### config.mk
export PLATFORM = sky130hd
export DESIGN_NAME = sched_square_out
export DESIGN_NICKNAME = d
export VERILOG_FILES = /design/src/rtl/ppo_pkg.sv /design/src/rtl/ppo_cfg_regs.sv /design/src/rtl/ppo_cmd_decode.sv /design/src/rtl/ppo_edge_sched.sv /design/src/rtl/sched_square_out.sv
export SDC_FILE = /design/constraint.sdc
export NUM_CORES = 1
export LEC_CHECK = 0
export ABC_AREA = 0
export BUFFER_PORTS_ARGS = -buffer_cell sky130_fd_sc_hd__buf_2
export CAP_MARGIN = 20
export CORE_MARGIN = 3
export CORE_UTILIZATION = 40
export CTS_CLUSTER_DIAMETER = 60
export DETAILED_ROUTE_END_ITERATION = 6
export GPL_ROUTABILITY_DRIVEN = 0
export GPL_TIMING_DRIVEN = 0
export HOLD_SLACK_MARGIN = 0.03
export PLACE_DENSITY = 0.71
export SKIP_LAST_GASP = 1
export SLEW_MARGIN = 20
export SYNTH_ARGS = -nofsm -noshare
export SYNTH_HDL_FRONTEND = slang
export SYNTH_SLANG_ARGS = --single-unit
### constraint.sdc
create_clock -name clk -period 2.9 [get_ports clk]
set_input_delay 0 -clock clk [delete_from_list [all_inputs] [get_ports clk]]
set_output_delay 0 -clock clk [all_outputs]
set_load 0.005 [all_outputs]
### src/rtl/ppo_pkg.sv
package ppo_pkg;
  localparam int CMD_START_BIT = 28;
  localparam int CMD_STOP_BIT  = 27;

  typedef struct packed {
    logic go;
    logic halt;
  } ppo_cmd_t;
endpackage

### src/rtl/ppo_cfg_regs.sv
module ppo_cfg_regs #(
  parameter int TIME_W = 64,
  parameter int HALF_W = 32
) (
  input  logic              clk,
  input  logic              rst,
  input  logic              start_wr,
  input  logic [TIME_W-1:0] start_val,
  input  logic              half_wr,
  input  logic [HALF_W-1:0] half_val,
  output logic [TIME_W-1:0] start_q,
  output logic [HALF_W-1:0] half_q
);
  always_ff @(posedge clk) begin
    if (rst) begin
      start_q <= '0;
      half_q  <= '0;
    end else begin
      if (start_wr) start_q <= start_val;
      if (half_wr)  half_q  <= half_val;
    end
  end

  assert_hold_start_R8: assert property (@(posedge clk) disable iff (rst)
    !start_wr |=> $stable(start_q));
  assert_hold_half_R8: assert property (@(posedge clk) disable iff (rst)
    !half_wr |=> $stable(half_q));
endmodule

### src/rtl/ppo_cmd_decode.sv
module ppo_cmd_decode
  import ppo_pkg::*;
#(
  parameter int CMD_W     = 32,
  parameter int START_POS = CMD_START_BIT,
  parameter int STOP_POS  = CMD_STOP_BIT
) (
  input  logic             clk,
  input  logic             rst,
  input  logic             cmd_wr,
  input  logic [CMD_W-1:0] cmd_word,
  output ppo_cmd_t         cmd
);
  // stop outranks start when both bits are present
  always_comb begin
    cmd.halt = cmd_wr & cmd_word[STOP_POS];
    cmd.go   = cmd_wr & cmd_word[START_POS] & ~cmd_word[STOP_POS];
  end

  assert_exclusive_R6: assert property (@(posedge clk) disable iff (rst)
    !(cmd.go && cmd.halt));
  assert_strobe_gate_R2: assert property (@(posedge clk) disable iff (rst)
    (cmd.go || cmd.halt) |-> cmd_wr);
endmodule

### src/rtl/ppo_edge_sched.sv
module ppo_edge_sched
  import ppo_pkg::*;
#(
  parameter int TIME_W = 64,
  parameter int HALF_W = 32
) (
  input  logic              clk,
  input  logic              rst,
  input  logic [TIME_W-1:0] now,
  input  logic [TIME_W-1:0] start_t,
  input  logic [HALF_W-1:0] half_t,
  input  ppo_cmd_t          cmd,
  output logic              pin
);
  localparam int PAD_W = TIME_W - HALF_W;

  logic              armed_q;
  logic              pin_q;
  logic [TIME_W-1:0] due_q;
  logic [TIME_W-1:0] half_ext;
  logic              start_ok;
  logic              due_hit;

  always_comb begin
    half_ext = {{PAD_W{1'b0}}, half_t};
    start_ok = start_t > now;
    due_hit  = armed_q && (now >= due_q);
  end

  always_ff @(posedge clk) begin
    if (rst) begin
      armed_q <= 1'b0;
      pin_q   <= 1'b0;
      due_q   <= '0;
    end else if (cmd.halt) begin
      armed_q <= 1'b0;
      pin_q   <= 1'b0;
    end else if (cmd.go && start_ok) begin
      armed_q <= 1'b1;
      pin_q   <= 1'b0;
      due_q   <= start_t;
    end else if (due_hit) begin
      pin_q <= ~pin_q;
      due_q <= due_q + half_ext;
    end
  end

  assign pin = pin_q;

  assert_reset_low_R1: assert property (@(posedge clk)
    rst |=> (!pin_q && !armed_q));
  assert_arm_R2: assert property (@(posedge clk) disable iff (rst)
    (cmd.go && !cmd.halt && start_t > now) |=> (armed_q && !pin_q && due_q == $past(start_t)));
  assert_reject_R3: assert property (@(posedge clk) disable iff (rst)
    (cmd.go && !armed_q && start_t <= now) |=> (!armed_q && !pin_q));
  assert_toggle_source_R4: assert property (@(posedge clk) disable iff (rst)
    !$stable(pin_q) |-> ($past(armed_q) || $past(cmd.halt)));
  assert_catch_up_R5: assert property (@(posedge clk) disable iff (rst)
    (armed_q && now >= due_q && !cmd.go && !cmd.halt) |=> (pin_q != $past(pin_q) && due_q == $past(due_q) + $past(half_ext)));
  assert_stop_low_R6: assert property (@(posedge clk) disable iff (rst)
    cmd.halt |=> (!pin_q && !armed_q));
endmodule

### src/rtl/sched_square_out.sv
module sched_square_out
  import ppo_pkg::*;
#(
  parameter int TIME_W = 64,
  parameter int HALF_W = 32,
  parameter int CMD_W  = 32
) (
  input  logic              clk,
  input  logic              rst,
  input  logic [TIME_W-1:0] now_i,
  input  logic              start_wr_i,
  input  logic [TIME_W-1:0] start_val_i,
  input  logic              half_wr_i,
  input  logic [HALF_W-1:0] half_val_i,
  input  logic              cmd_wr_i,
  input  logic [CMD_W-1:0]  cmd_word_i,
  output logic              pin_o
);
  logic [TIME_W-1:0] start_q;
  logic [HALF_W-1:0] half_q;
  ppo_cmd_t          cmd;

  ppo_cfg_regs #(.TIME_W(TIME_W), .HALF_W(HALF_W)) u_regs (
    .clk       (clk),
    .rst       (rst),
    .start_wr  (start_wr_i),
    .start_val (start_val_i),
    .half_wr   (half_wr_i),
    .half_val  (half_val_i),
    .start_q   (start_q),
    .half_q    (half_q)
  );

  ppo_cmd_decode #(.CMD_W(CMD_W)) u_dec (
    .clk      (clk),
    .rst      (rst),
    .cmd_wr   (cmd_wr_i),
    .cmd_word (cmd_word_i),
    .cmd      (cmd)
  );

  ppo_edge_sched #(.TIME_W(TIME_W), .HALF_W(HALF_W)) u_sched (
    .clk     (clk),
    .rst     (rst),
    .now     (now_i),
    .start_t (start_q),
    .half_t  (half_q),
    .cmd     (cmd),
    .pin     (pin_o)
  );
endmodule

==> summary.md, run 1 <==
| Metric | Value |
|---|---|
| Cell with the most instances after synthesis | nor2_1 |
| Syn Nets | 1831 |
| Io pins | 198 |
| Slowest cell on the critical path | or4_1 |
| Sw Ratio | 30.4% |
| Max Cap Viol | 0 |
| Main synth FF type | dfxtp_1 |
| Synth area leaders | dfxtp_1 27%, ha_1 17%, mux2i_1 8.5%, nor2_1 5.6%, a21oi_1 5.2% |
| Vias | 12850 |
| Starting DRT DRC Count | 1391 |
| Largest net degree at the start of global routing | 17 |
| Detailed Place HPWL | 31.5 mm |
| Number of buffers created by CTS | 17 |
| Status | finished with violations |
| Area Growth Syn to Fin | 37.1% |
| Yosys cell types | 75 |
| Fmax | 299 MHz |
| Mean post-synth cell area | 8.09 um^2 |
| GRT Total Usage | 26.6% |
| Root Driver | clkbuf_16 |
| Synth cell count leaders | 177 x nor2_1, 162 x dfxtp_1, 160 x ha_1, 138 x inv_1, 125 x a21oi_1 |
| Pint | 4.19 mW |
| Layout cells sized above 1 | 24.2% |
| Fin. Hold Viols | 0 |
| Remaining antenna violation count | 0 |
| PnR worst setup slack | -0.442 ns |
| Worst VDD drop | 0.000389 V |
| Total power | 6.02 mW |
| FP Rows | 62 |
| Cells along the critical path | inv_2 -> ha_4 -> nand4_1 -> or4_1 -> o32a_1 -> a211oi_2 -> or3_4 -> o21a_1 -> buf_6 -> o21ai_4 -> buf_8 -> buf_4 -> a211oi_4 |
| Clk_skew | 0.0134 ns |
| Worst Setup Start Kind | flip-flop |
| Slew HR | 32.4% |
| Seq cells post-synth | 162 |
| Clock tree buffer depth | 2 |
| Pwr/cell area | 368 nW/um^2 |
| WS Path Type | reg2reg |
| Area leader, netlist | dfxtp_1 |
| # nets final | 2157 |
| Worst-path fanout max | 10 |
| # fillers | 2541 |
| Die W | 179 um |
| Post-route cell area | 16300 um^2 |
| Residual DRC | 0 |
| CP Buf/Inv Count | 4 |
| Share of the synthesized area in the top cell type | 27.2% |
| Sum Neg Setup Slack | -23.07 ns |
| Vias in the first global route | 12148 |
| Worst hold path type | in2reg |
| Clk_lat worst skew | 0.45 ns |
| Failing checks | setup timing |
| Sw power | 1.83 mW |
| Syn Inst Count | 1473 |
| Synthesis Warnings | 0 |
| Htree depth | 4 |
| Pleak | 7.06 nW |
| Placed cell area | 13200 um^2 |
| Final min period | 3.34 ns |
| Final setup viols | 65 |
| Cell Area, Synth | 11900 um^2 |
| CP required | 3.25 ns |
| Post-synthesis sequential area ratio | 27.2% |
| Die footprint | 31900 um^2 |
| Routed WL | 44.8 mm |
| Critical path's largest stage delay | 0.52 ns |
| Drt pass-1 iters | 6 |
| Gr ovfl total | 0 |
| Delay-heaviest family, CP | compound AO/OA/AOI/OAI gates |
| RSZ-0062 raised after global routing | yes |
| Seq pwr share | 40.4% |
| Crit path DAT | 3.70 ns |
| Final Max Slew Viols | 0 |
| Nature of the critical path endpoint | flip-flop |
| Initial core utilization | 41.1% |
| Worst-path clk slew | 0.07 ns |
| Die H | 179 um |
| DR vias/cell | 5.85 |
| CTS tree | done |
| Crit share post-route | 115% |
| First-pass GRT wire length | 66.0 mm |
| PortBufs | 165 |
| Core Footprint | 29000 um^2 |
| Synth async-reset ratio | 0% |
| Post-synth EDFFs | 0 |
| Combinational share of power | 20.2% |
| WL/cell | 20.4 um |
| Initial antenna violation count | 0 |
| Clock Power Share | 39.5% |
| Least-Margin Pin Slew | 1.01 ns |
| Clock Sinks | 162 |
| ANT cells | 0 |
layout make-up:
type / instances / area [um^2] / share of cell area [%]
timing repair buffer: 307 / 2280 / 14.0
tap: 384 / 480 / 2.94
sequential: 162 / 3280 / 20.1
clock buffer: 19 / 443 / 2.71
buffer: 63 / 474 / 2.90
multi-input combinational: 1110 / 8710 / 53.3
inverter: 138 / 518 / 3.17
clock inverter: 13 / 150 / 0.919
power by group through the flow:
stage               Combinational [mW]  Clock (mW)  Sequential, mW
CTS                               1.14        2.37            2.42
global route                      1.33        2.46            2.44
detailed placement               0.938           0            2.47
global placement                 0.905           0            2.46
floorplan                        0.614           0            2.42
finish                            1.21        2.38            2.43
per-stage QoR:
stage	hold slack [ns]	cells	utilization, %	setup WS, ns
6_report	0.0825	2196	56.3	-0.442
5_1_grt	0.0964	2196	56.3	-0.466
4_1_cts	0.0516	2184	54.7	-0.284
3_5_place_dp	0.241	2022	45.6	-0.967
3_3_place_gp	0.235	2022	45.6	-1.04
2_1_floorplan	0.147	1473	-	0.0950
timing repair:
item / 4_1_cts / 5_1_grt
pin swaps: 59 / 51
hold buffers: 96 / 0
endpoints found under the hold margin: 96 / 0
setup buffers: 30 / 12
endpoints found under the setup margin: 66 / 66
gates cloned: 5 / 2
resized for setup: 181 / 78
logic make-up (layout without fill, tap and decap cells):
logic type	count (synthesis)	in the layout	synth area share, %
AND/OR/NAND/NOR	452	452	17.6
AO/OA/AOI/OAI	368	368	20.7
buffers and inverters	201	540	7.00
flip-flops	162	162	27.2
adder cells (fa/ha/maj)	161	161	17.0
multiplexers	102	102	8.58
XOR/XNOR	27	27	1.98
state kept, by name (all words and copies together), names as in the netlist:
signal / flops
u_sched.armed_q: 1
u_regs.half_q: 32
u_regs.start_q: 64
u_sched.due_q: 64
u_sched.pin: 1
cells in the final DEF (no fill, tap or decap), drive strengths merged, types with 5 or more instances in the layout:
| cell | netlist | routed |
|---|---|---|
| nor2 | 177 | 177 |
| nand3 | 43 | 43 |
| a32oi | 7 | 7 |
| nor3 | 30 | 30 |
| buf | 29 | 238 |
| nor4 | 12 | 12 |
| and4 | 6 | 6 |
| ha | 160 | 160 |
| dlygate4sd3 | 0 | 96 |
| o211ai | 15 | 15 |
| nand2 | 99 | 99 |
| xor2 | 14 | 14 |
| a221oi | 7 | 7 |
| dfxtp | 162 | 162 |
| and3 | 9 | 9 |
| o21ai | 56 | 56 |
| nand2b | 11 | 11 |
| and2 | 7 | 7 |
| nor2b | 7 | 7 |
| a21oi | 126 | 126 |
| a31oi | 14 | 14 |
| inv | 138 | 142 |
| nand4 | 37 | 37 |
| clkinv | 0 | 5 |
| xnor2 | 13 | 13 |
| or3 | 6 | 6 |
| mux2i | 101 | 101 |
| a211oi | 54 | 54 |
| a21o | 20 | 20 |
| o21bai | 6 | 6 |
| o32ai | 6 | 6 |
| clkbuf | 34 | 54 |
| o21a | 12 | 12 |
worst register-to-register path, delay by kind of cell (launching register included):
kind                     cells  cell delay [ns]
flip-flops                   1             0.37
buffers and inverters        4             0.54
adder cells (fa/ha/maj)      1             0.26
AND/OR/NAND/NOR              3             0.84
AO/OA/AOI/OAI                5             1.24
final timing paths:
| kind | slack, ns | from | depth (start not counted) | end |
|---|---|---|---|---|
| worst max-delay path | -0.44 | u_sched.due_q[9]$_SDFFE_PP0P_ | 13 | u_sched.due_q[18]$_SDFFE_PP0P_ |
| worst min-delay path | 0.08 | rst | 4 | u_sched.due_q[48]$_SDFFE_PP0P_ |
| worst max register to register | -0.44 | u_sched.due_q[9]$_SDFFE_PP0P_ | 13 | u_sched.due_q[18]$_SDFFE_PP0P_ |
| worst min register to register | 0.49 | u_sched.due_q[49]$_SDFFE_PP0P_ | 2 | u_sched.due_q[49]$_SDFFE_PP0P_ |
per-layer routing:
metal  global-route usage, %  wire [um]
met3                    4.94       4040
met2                    42.0      19800
met4                    10.6       1820
met5                       0          0
met1                    35.6      19100
Note: power is estimated with default switching activity, not from simulation.
==> run 2, diff against run 1 <==
--- a/config.mk
+++ b/config.mk
@@ -5,9 +5,8 @@
 export SDC_FILE = /design/constraint.sdc
 export NUM_CORES = 1
 export LEC_CHECK = 0
-export ABC_AREA = 0
+export ABC_AREA = 1
 export BUFFER_PORTS_ARGS = -buffer_cell sky130_fd_sc_hd__buf_2
-export CAP_MARGIN = 20
 export CORE_MARGIN = 3
 export CORE_UTILIZATION = 40
 export CTS_CLUSTER_DIAMETER = 60
==> run 2 against run 1 <==
The run ends with DRC left. Combinational power up 8%. Clock-buffer cell count down 2. Via count up 19%. Synthesized cell count up 51%. Global-route usage is 0.40 points lower. Cell count up 35%. Worst hold slack better by 0.044 ns.
==> summary.md, run 2 <==
| Metric | Value |
|---|---|
| Crit share post-route | 96.3% |
| Largest net degree at the start of global routing | 17 |
| Largest family of logic cells by synthesized area | simple AND/OR/NAND/NOR gates |
| Max Cap Viol | 0 |
| Residual DRC | 8 |
| Combinational share of power | 21.0% |
| Core Footprint | 32800 um^2 |
| Nature of the critical path endpoint | flip-flop |
| Root Driver | clkbuf_16 |
| Origin of the worst setup path | u_sched.due_q[47]$_SDFFE_PP0P_ |
| Cell with the most instances after synthesis | nand2_1 |
| Number of buffers created by CTS | 17 |
| Sw Ratio | 31.4% |
| Finished Core Util | 50.3% |
| Routed WL | 48.3 mm |
| Die W | 189 um |
| FP Rows | 66 |
| Layout cells sized above 1 | 10.4% |
| Synthesis Warnings | 0 |
| # fillers | 3425 |
| Share of the synthesized area in the top cell type | 24.2% |
| Starting DRT DRC Count | 1257 |
| Worst Setup Start Kind | flip-flop |
| Synth cell count leaders | 622 x nand2_1, 367 x nor2_1, 278 x inv_1, 162 x dfxtp_1, 160 x ha_1 |
| Fraction of the mapped netlist area in simple logic gates | 36.1% |
| CP required | 3.25 ns |
| Multiplexer share of the synthesized area | 0% |
| Area leader, netlist | dfxtp_1 |
| R2R Path Start | u_sched.due_q[47]$_SDFFE_PP0P_ |
| Syn Nets | 2575 |
| Commonest cells after routing, fill and taps aside | 620 x nand2_1, 361 x nor2_1, 274 x inv_1, 181 x buf_2, 160 x ha_1 |
| Clk_lat worst skew | 0.46 ns |
| Register area | 3250 um^2 |
| Crit path DAT | 3.14 ns |
| ANT cells | 0 |
| Pleak | 8.49 nW |
| Fin. Hold Viols | 0 |
| Commonest non-fill, non-tap cell in the layout | nand2_1 |
| # nets final | 2863 |
| DP Worst Slack | -0.0607 ns |
| DR vias/cell | 5.18 |
| CTS tree | done |
| Worst VDD drop | 0.000466 V |
| Final setup viols | 0 |
| Status | finished with violations |
| Critical path's largest stage delay | 0.38 ns |
| PortBufs | 167 |
| Htree depth | 4 |
| Yosys cell types | 36 |
| Critical hold path startpoint | half_wr_i |
| Worst-path fanout max | 10 |
| Worst-path clk slew | 0.07 ns |
| WS Path Type | reg2reg |
| Clk_skew | 0.0132 ns |
| Failing checks | DRC |
| WL/cell | 16.3 um |
| Slowest cell on the critical path | dfxtp_2 |
| Fmax | 358 MHz |
| Clock Power Share | 39.6% |
| Detailed Place HPWL | 39.2 mm |
| Footprint of the multi-input gates | 8820 um^2 |
| Clock Sinks | 162 |
| Slew HR | 50.0% |
| Largest registers | u_regs.start_q x64, u_sched.due_q x64, u_regs.half_q x32 |
| Post-synth EDFFs | 0 |
| Post-synthesis sequential area ratio | 24.2% |
| Least-Margin Pin Slew | 0.750 ns |
| Sw power | 1.96 mW |
| Final Max Slew Viols | 0 |
| Main synth FF type | dfxtp_1 |
| Clock tree buffer depth | 2 |
| Vias in the first global route | 14495 |
| Area Growth Syn to Fin | 23.2% |
| Die footprint | 35700 um^2 |
| Mean post-synth cell area | 6.04 um^2 |
| GRT Total Usage | 26.2% |
| Total power | 6.24 mW |
| Seq cells post-synth | 162 |
| Worst hold path type | in2reg |
| Adder-Cell Fraction of Synth Area | 15.1% |
| Xor and xnor fraction of the mapped netlist area | 1.83% |
| Compound-Gate Fraction of Synth Area | 12.4% |
| Initial core utilization | 40.9% |
| PnR worst setup slack | 0.108 ns |
| Syn Inst Count | 2217 |
| Initial antenna violation count | 0 |
| Pwr/cell area | 378 nW/um^2 |
| First-pass GRT wire length | 73.7 mm |
| Synth area leaders | dfxtp_1 24%, nand2_1 17%, ha_1 15%, nor2_1 10%, inv_1 7.8% |
| Final min period | 2.79 ns |
| Io pins | 198 |
| Cells along the critical path | inv_2 -> ha_1 -> nand2_1 -> nor2_1 -> nand4_1 -> nor3_4 -> nand2_1 -> nand2_1 -> nor2_1 -> nand2_1 -> nand2_2 -> nand2_4 -> nand2_4 -> buf_12 -> buf_6 -> nor2_2 -> nor2_1 |
| Drt pass-1 iters | 7 |
| Most used cell along the critical path | nand2_1 |
| Die H | 189 um |
| Gr ovfl total | 0 |
| Vias | 15339 |
| Seq pwr share | 39.4% |
| Synth async-reset ratio | 0% |
| Cell Area, Synth | 13400 um^2 |
| Remaining antenna violation count | 0 |
| Pint | 4.28 mW |
==> run 2: cell count changes in the layout (fill, tap and decap cells not counted), sizes merged, moves of 13 or more <==
cell    delta
inv      +147
mux2i    -101
a21oi     +29
o21ai     +89
nand3     +91
nand2    +528
a21o      -18
a31oi     -13
a211oi    -54
buf       -41
nor2     +190
==> run 2: cells by family after synthesis <==
logic type | after synthesis
adder cells (fa/ha/maj) | 161
XOR/XNOR | 28
AO/OA/AOI/OAI | 320
flip-flops | 162
AND/OR/NAND/NOR | 1196
buffers and inverters | 350
==> run 2: power by group through the flow <==
stage                     Combinational, mW  Clock [mW]  Sequential, mW
final                                  1.31        2.47            2.46
after global routing                   1.49        2.56            2.47
after CTS                              1.29        2.49            2.46
after detailed placement               1.18           0            2.51
after global placement                 1.13           0            2.50
after floorplan                       0.780           0            2.46
==> run 2: layer usage <==
| layer | vias to the layer above | global-route usage [%] | part of all wire (%) |
|---|---|---|---|
| met1 | 6858 | 31.0 | 40 |
| li1 | 7666 | - | - |
| met4 | 0 | 12.3 | 5.1 |
| met5 | - | 0 | 0 |
| met2 | 667 | 46.4 | 48 |
| met3 | 148 | 3.78 | 7.0 |
==> run 2: final cells by class <==
class | count | share of cell area [%]
Clock buffer | 17 | 2.58
Clock inverter | 15 | 1.18
Inverter | 282 | 6.42
Tap cell | 442 | 3.35
Multi-Input combinational cell | 1705 | 53.5
Timing Repair Buffer | 269 | 11.2
Buffer | 68 | 2.07
Sequential cell | 162 | 19.7
==> run 2: what timing repair did <==
action                                  CTS  global route
hold buffers                            100             0
buffers inserted                          1             1
endpoints found under the setup margin    4            45
resized for setup                         6            25
pin swaps                                 5             6
endpoints found under the hold margin    96             0
==> run 2: final timing paths <==
kind                                                         to  slack, ns  depth (start not counted)
worst max-delay path             u_sched.due_q[39]$_SDFFE_PP0P_       0.11                         17
worst min register to register  u_regs.start_q[19]$_SDFFE_PP0P_       0.49                          2
worst min-delay path             u_regs.half_q[31]$_SDFFE_PP0P_       0.13                          4
worst max register to register   u_sched.due_q[39]$_SDFFE_PP0P_       0.11                         17
==> run 2: metrics by stage <==
stage	hold slack (ns)	TNS (ns)	instance area (um^2)	cells
final	0.126	0	16500	2960
after global routing	0.135	-0.205	16500	2960
after CTS	0.106	0	16400	2959
after detailed placement	0.228	-0.0607	14800	2826
after global placement	0.221	-0.0472	14800	2826
after floorplan	0.135	0	13400	2217
==> run 2: worst max-delay path, delay by kind of cell (launching register included) <==
kind                     cells  cell delay, ns
AND/OR/NAND/NOR             13            1.55
flip-flops                   1            0.38
adder cells (fa/ha/maj)      1            0.30
buffers and inverters        3            0.44
==> run 3, diff against run 2 <==
--- a/config.mk
+++ b/config.mk
@@ -12,7 +12,6 @@
 export CTS_CLUSTER_DIAMETER = 60
 export DETAILED_ROUTE_END_ITERATION = 6
 export GPL_ROUTABILITY_DRIVEN = 0
-export GPL_TIMING_DRIVEN = 0
 export HOLD_SLACK_MARGIN = 0.03
 export PLACE_DENSITY = 0.71
 export SKIP_LAST_GASP = 1
==> run 3 against run 2 <==
The flow now finishes without violations. Largest power group unchanged. Clock power up 4%. Non-clock buffer count shrank 43. Sequential share of layout area hardly changed. Wire length shrank 5.8%. Clock skew is 0.0012 ns lower. Combinational power about the same. Maximum frequency grew 1.6%. Largest cell class unchanged.
==> summary.md, run 3 (same netlist as run 2, synthesis figures left out) <==
| Metric | Value |
|---|---|
| Commonest non-fill, non-tap cell in the layout | nand2_1 |
| Final min period | 2.75 ns |
| Largest net degree at the start of global routing | 77 |
| Clk_skew | 0.0121 ns |
| ANT cells | 0 |
| CP required | 3.24 ns |
| Worst Setup Start Kind | flip-flop |
| Io pins | 198 |
| CTS tree | done |
| Min Hold Slack | 0.0580 ns |
| Drt pass-1 iters | 6 |
| Worst VDD drop | 0.000454 V |
| Core Footprint | 32800 um^2 |
| Die W | 189 um |
| Cells along the critical path | inv_1 -> ha_1 -> nand2_1 -> nor2_1 -> nand2_1 -> o211ai_1 -> nand2_1 -> nand2_1 -> nor2_1 -> nand2_1 -> nand2_2 -> nand2_4 -> nand2_8 -> clkbuf_16 -> nor2_1 -> nor2_1 |
| Final Max Slew Viols | 0 |
| Worst hold path type | in2reg |
| # nets final | 2820 |
| Residual DRC | 0 |
| Routed WL | 45.5 mm |
| Area Growth Syn to Fin | 22.9% |
| DR vias/cell | 5.19 |
| WS Path Type | reg2reg |
| Setup bufs post-CTS | 0 |
| Gr ovfl total | 0 |
| Number of buffers created by CTS | 17 |
| Nature of the critical path endpoint | flip-flop |
| Clock tree buffer depth | 2 |
| Crit share post-route | 94.8% |
| Critical path's largest stage delay | 0.45 ns |
| Max Cap Viol | 0 |
| Largest registers | u_regs.start_q x64, u_sched.due_q x64, u_regs.half_q x32 |
| PortBufs | 167 |
| Initial core utilization | 40.9% |
| Initial antenna violation count | 1 |
| Fin. Hold Viols | 0 |
| Starting DRT DRC Count | 1340 |
| Slew HR | 25.4% |
| Status | complete, no violations |
| Vias in the first global route | 14060 |
| Layout cells sized above 1 | 10.1% |
| Detailed Place HPWL | 34.9 mm |
| Least-Margin Pin Slew | 1.12 ns |
| Remaining antenna violation count | 0 |
| Most used cell along the critical path | nand2_1 |
| Pwr/cell area | 384 nW/um^2 |
| Vias | 15138 |
| Die footprint | 35700 um^2 |
| Worst-path clk slew | 0.07 ns |
| Worst-path fanout max | 22 |
| First-pass GRT wire length | 70.3 mm |
| Sum Neg Setup Slack | 0 ns |
| Htree depth | 4 |
| FP Rows | 66 |
| Slowest cell on the critical path | dfxtp_1 |
| Final setup viols | 0 |
| Clk_lat worst skew | 0.45 ns |
| Pleak | 8.50 nW |
| Finished Core Util | 50.2% |
| WL/cell | 15.6 um |
| Commonest cells after routing, fill and taps aside | 620 x nand2_1, 365 x nor2_1, 277 x inv_1, 167 x buf_2, 162 x dfxtp_1 |
| Clock Sinks | 162 |
| Root Driver | clkbuf_16 |
| Fmax | 364 MHz |
| GRT Total Usage | 24.4% |
| Crit path DAT | 3.09 ns |
| Die H | 189 um |
| RSZ-0062 raised after global routing | no |
-- run 3: changes by cell type in the layout (fill, tap and decap cells not counted), moves of 5 or more --
cell / change
dfxtp_1: +8
clkbuf_1: -37
buf_4: +16
dfxtp_2: -8
dlygate4sd3_1: -5
buf_2: -14
-- run 3: per-layer routing --
metal  vias up  track usage (%)  share of wire, %
li1       7578                -                 -
met5         -                0             0.015
met1      6903             29.3                41
met2       548             43.7                49
met4         2             8.14               3.4
met3       107             4.72               7.0
-- run 3: cell type report --
| cell class | instances | area, um^2 |
|---|---|---|
| sequential | 162 | 3240 |
| multi-input combinational | 1705 | 8800 |
| tap | 442 | 553 |
| inverter | 282 | 1060 |
| clock inverter | 11 | 199 |
| clock buffer | 21 | 450 |
| fill | 3345 | 16300 |
| timing repair buffer | 294 | 2160 |
-- run 3: power breakdown --
group	internal [mW]	leakage, nW	switching, mW
combinational	0.549	6.85	0.735
sequential	2.35	1.33	0.110
clock	1.56	0.310	1.02
total	4.46	8.50	1.87
-- run 3: path summary, 6_finish.rpt --
| check | end | slack, ns | cells past startpoint | from |
|---|---|---|---|---|
| max reg2reg | u_sched.due_q[58]$_SDFFE_PP0P_ | 0.15 | 16 | u_sched.due_q[39]$_SDFFE_PP0P_ |
| min reg2reg | u_regs.start_q[4]$_SDFFE_PP0P_ | 0.49 | 2 | u_regs.start_q[4]$_SDFFE_PP0P_ |
| min | u_sched.due_q[51]$_SDFFE_PP0P_ | 0.06 | 4 | rst |
| max | u_sched.due_q[58]$_SDFFE_PP0P_ | 0.15 | 16 | u_sched.due_q[39]$_SDFFE_PP0P_ |
-- run 3: timing repair --
item                                    CTS  global route
endpoints found under the hold margin    95             0
gates resized for setup                   0            11
hold buffers                             95             0
endpoints found under the setup margin    0            41
-- run 3: metrics by stage --
stage                     instances  power [mW]  area, um^2  setup WS (ns)
after floorplan                2217        3.24       13400          0.693
after global placement         2786        3.62       14700          0.107
after detailed placement       2786        3.66       14700         0.0649
after CTS                      2913        6.34       16300         0.0395
after global routing           2917        6.65       16500        0.00513
final                          2917        6.33       16500          0.152
-- run 3: critical path: cells and delay by family, from the launching register on --
family,cells,cell delay [ns]
AOI/OAI and AO/OA,1,0.19
and+or+nand+nor,12,1.27
buffers and inverters,2,0.41
adders and majority gates,1,0.30
DFF,1,0.45
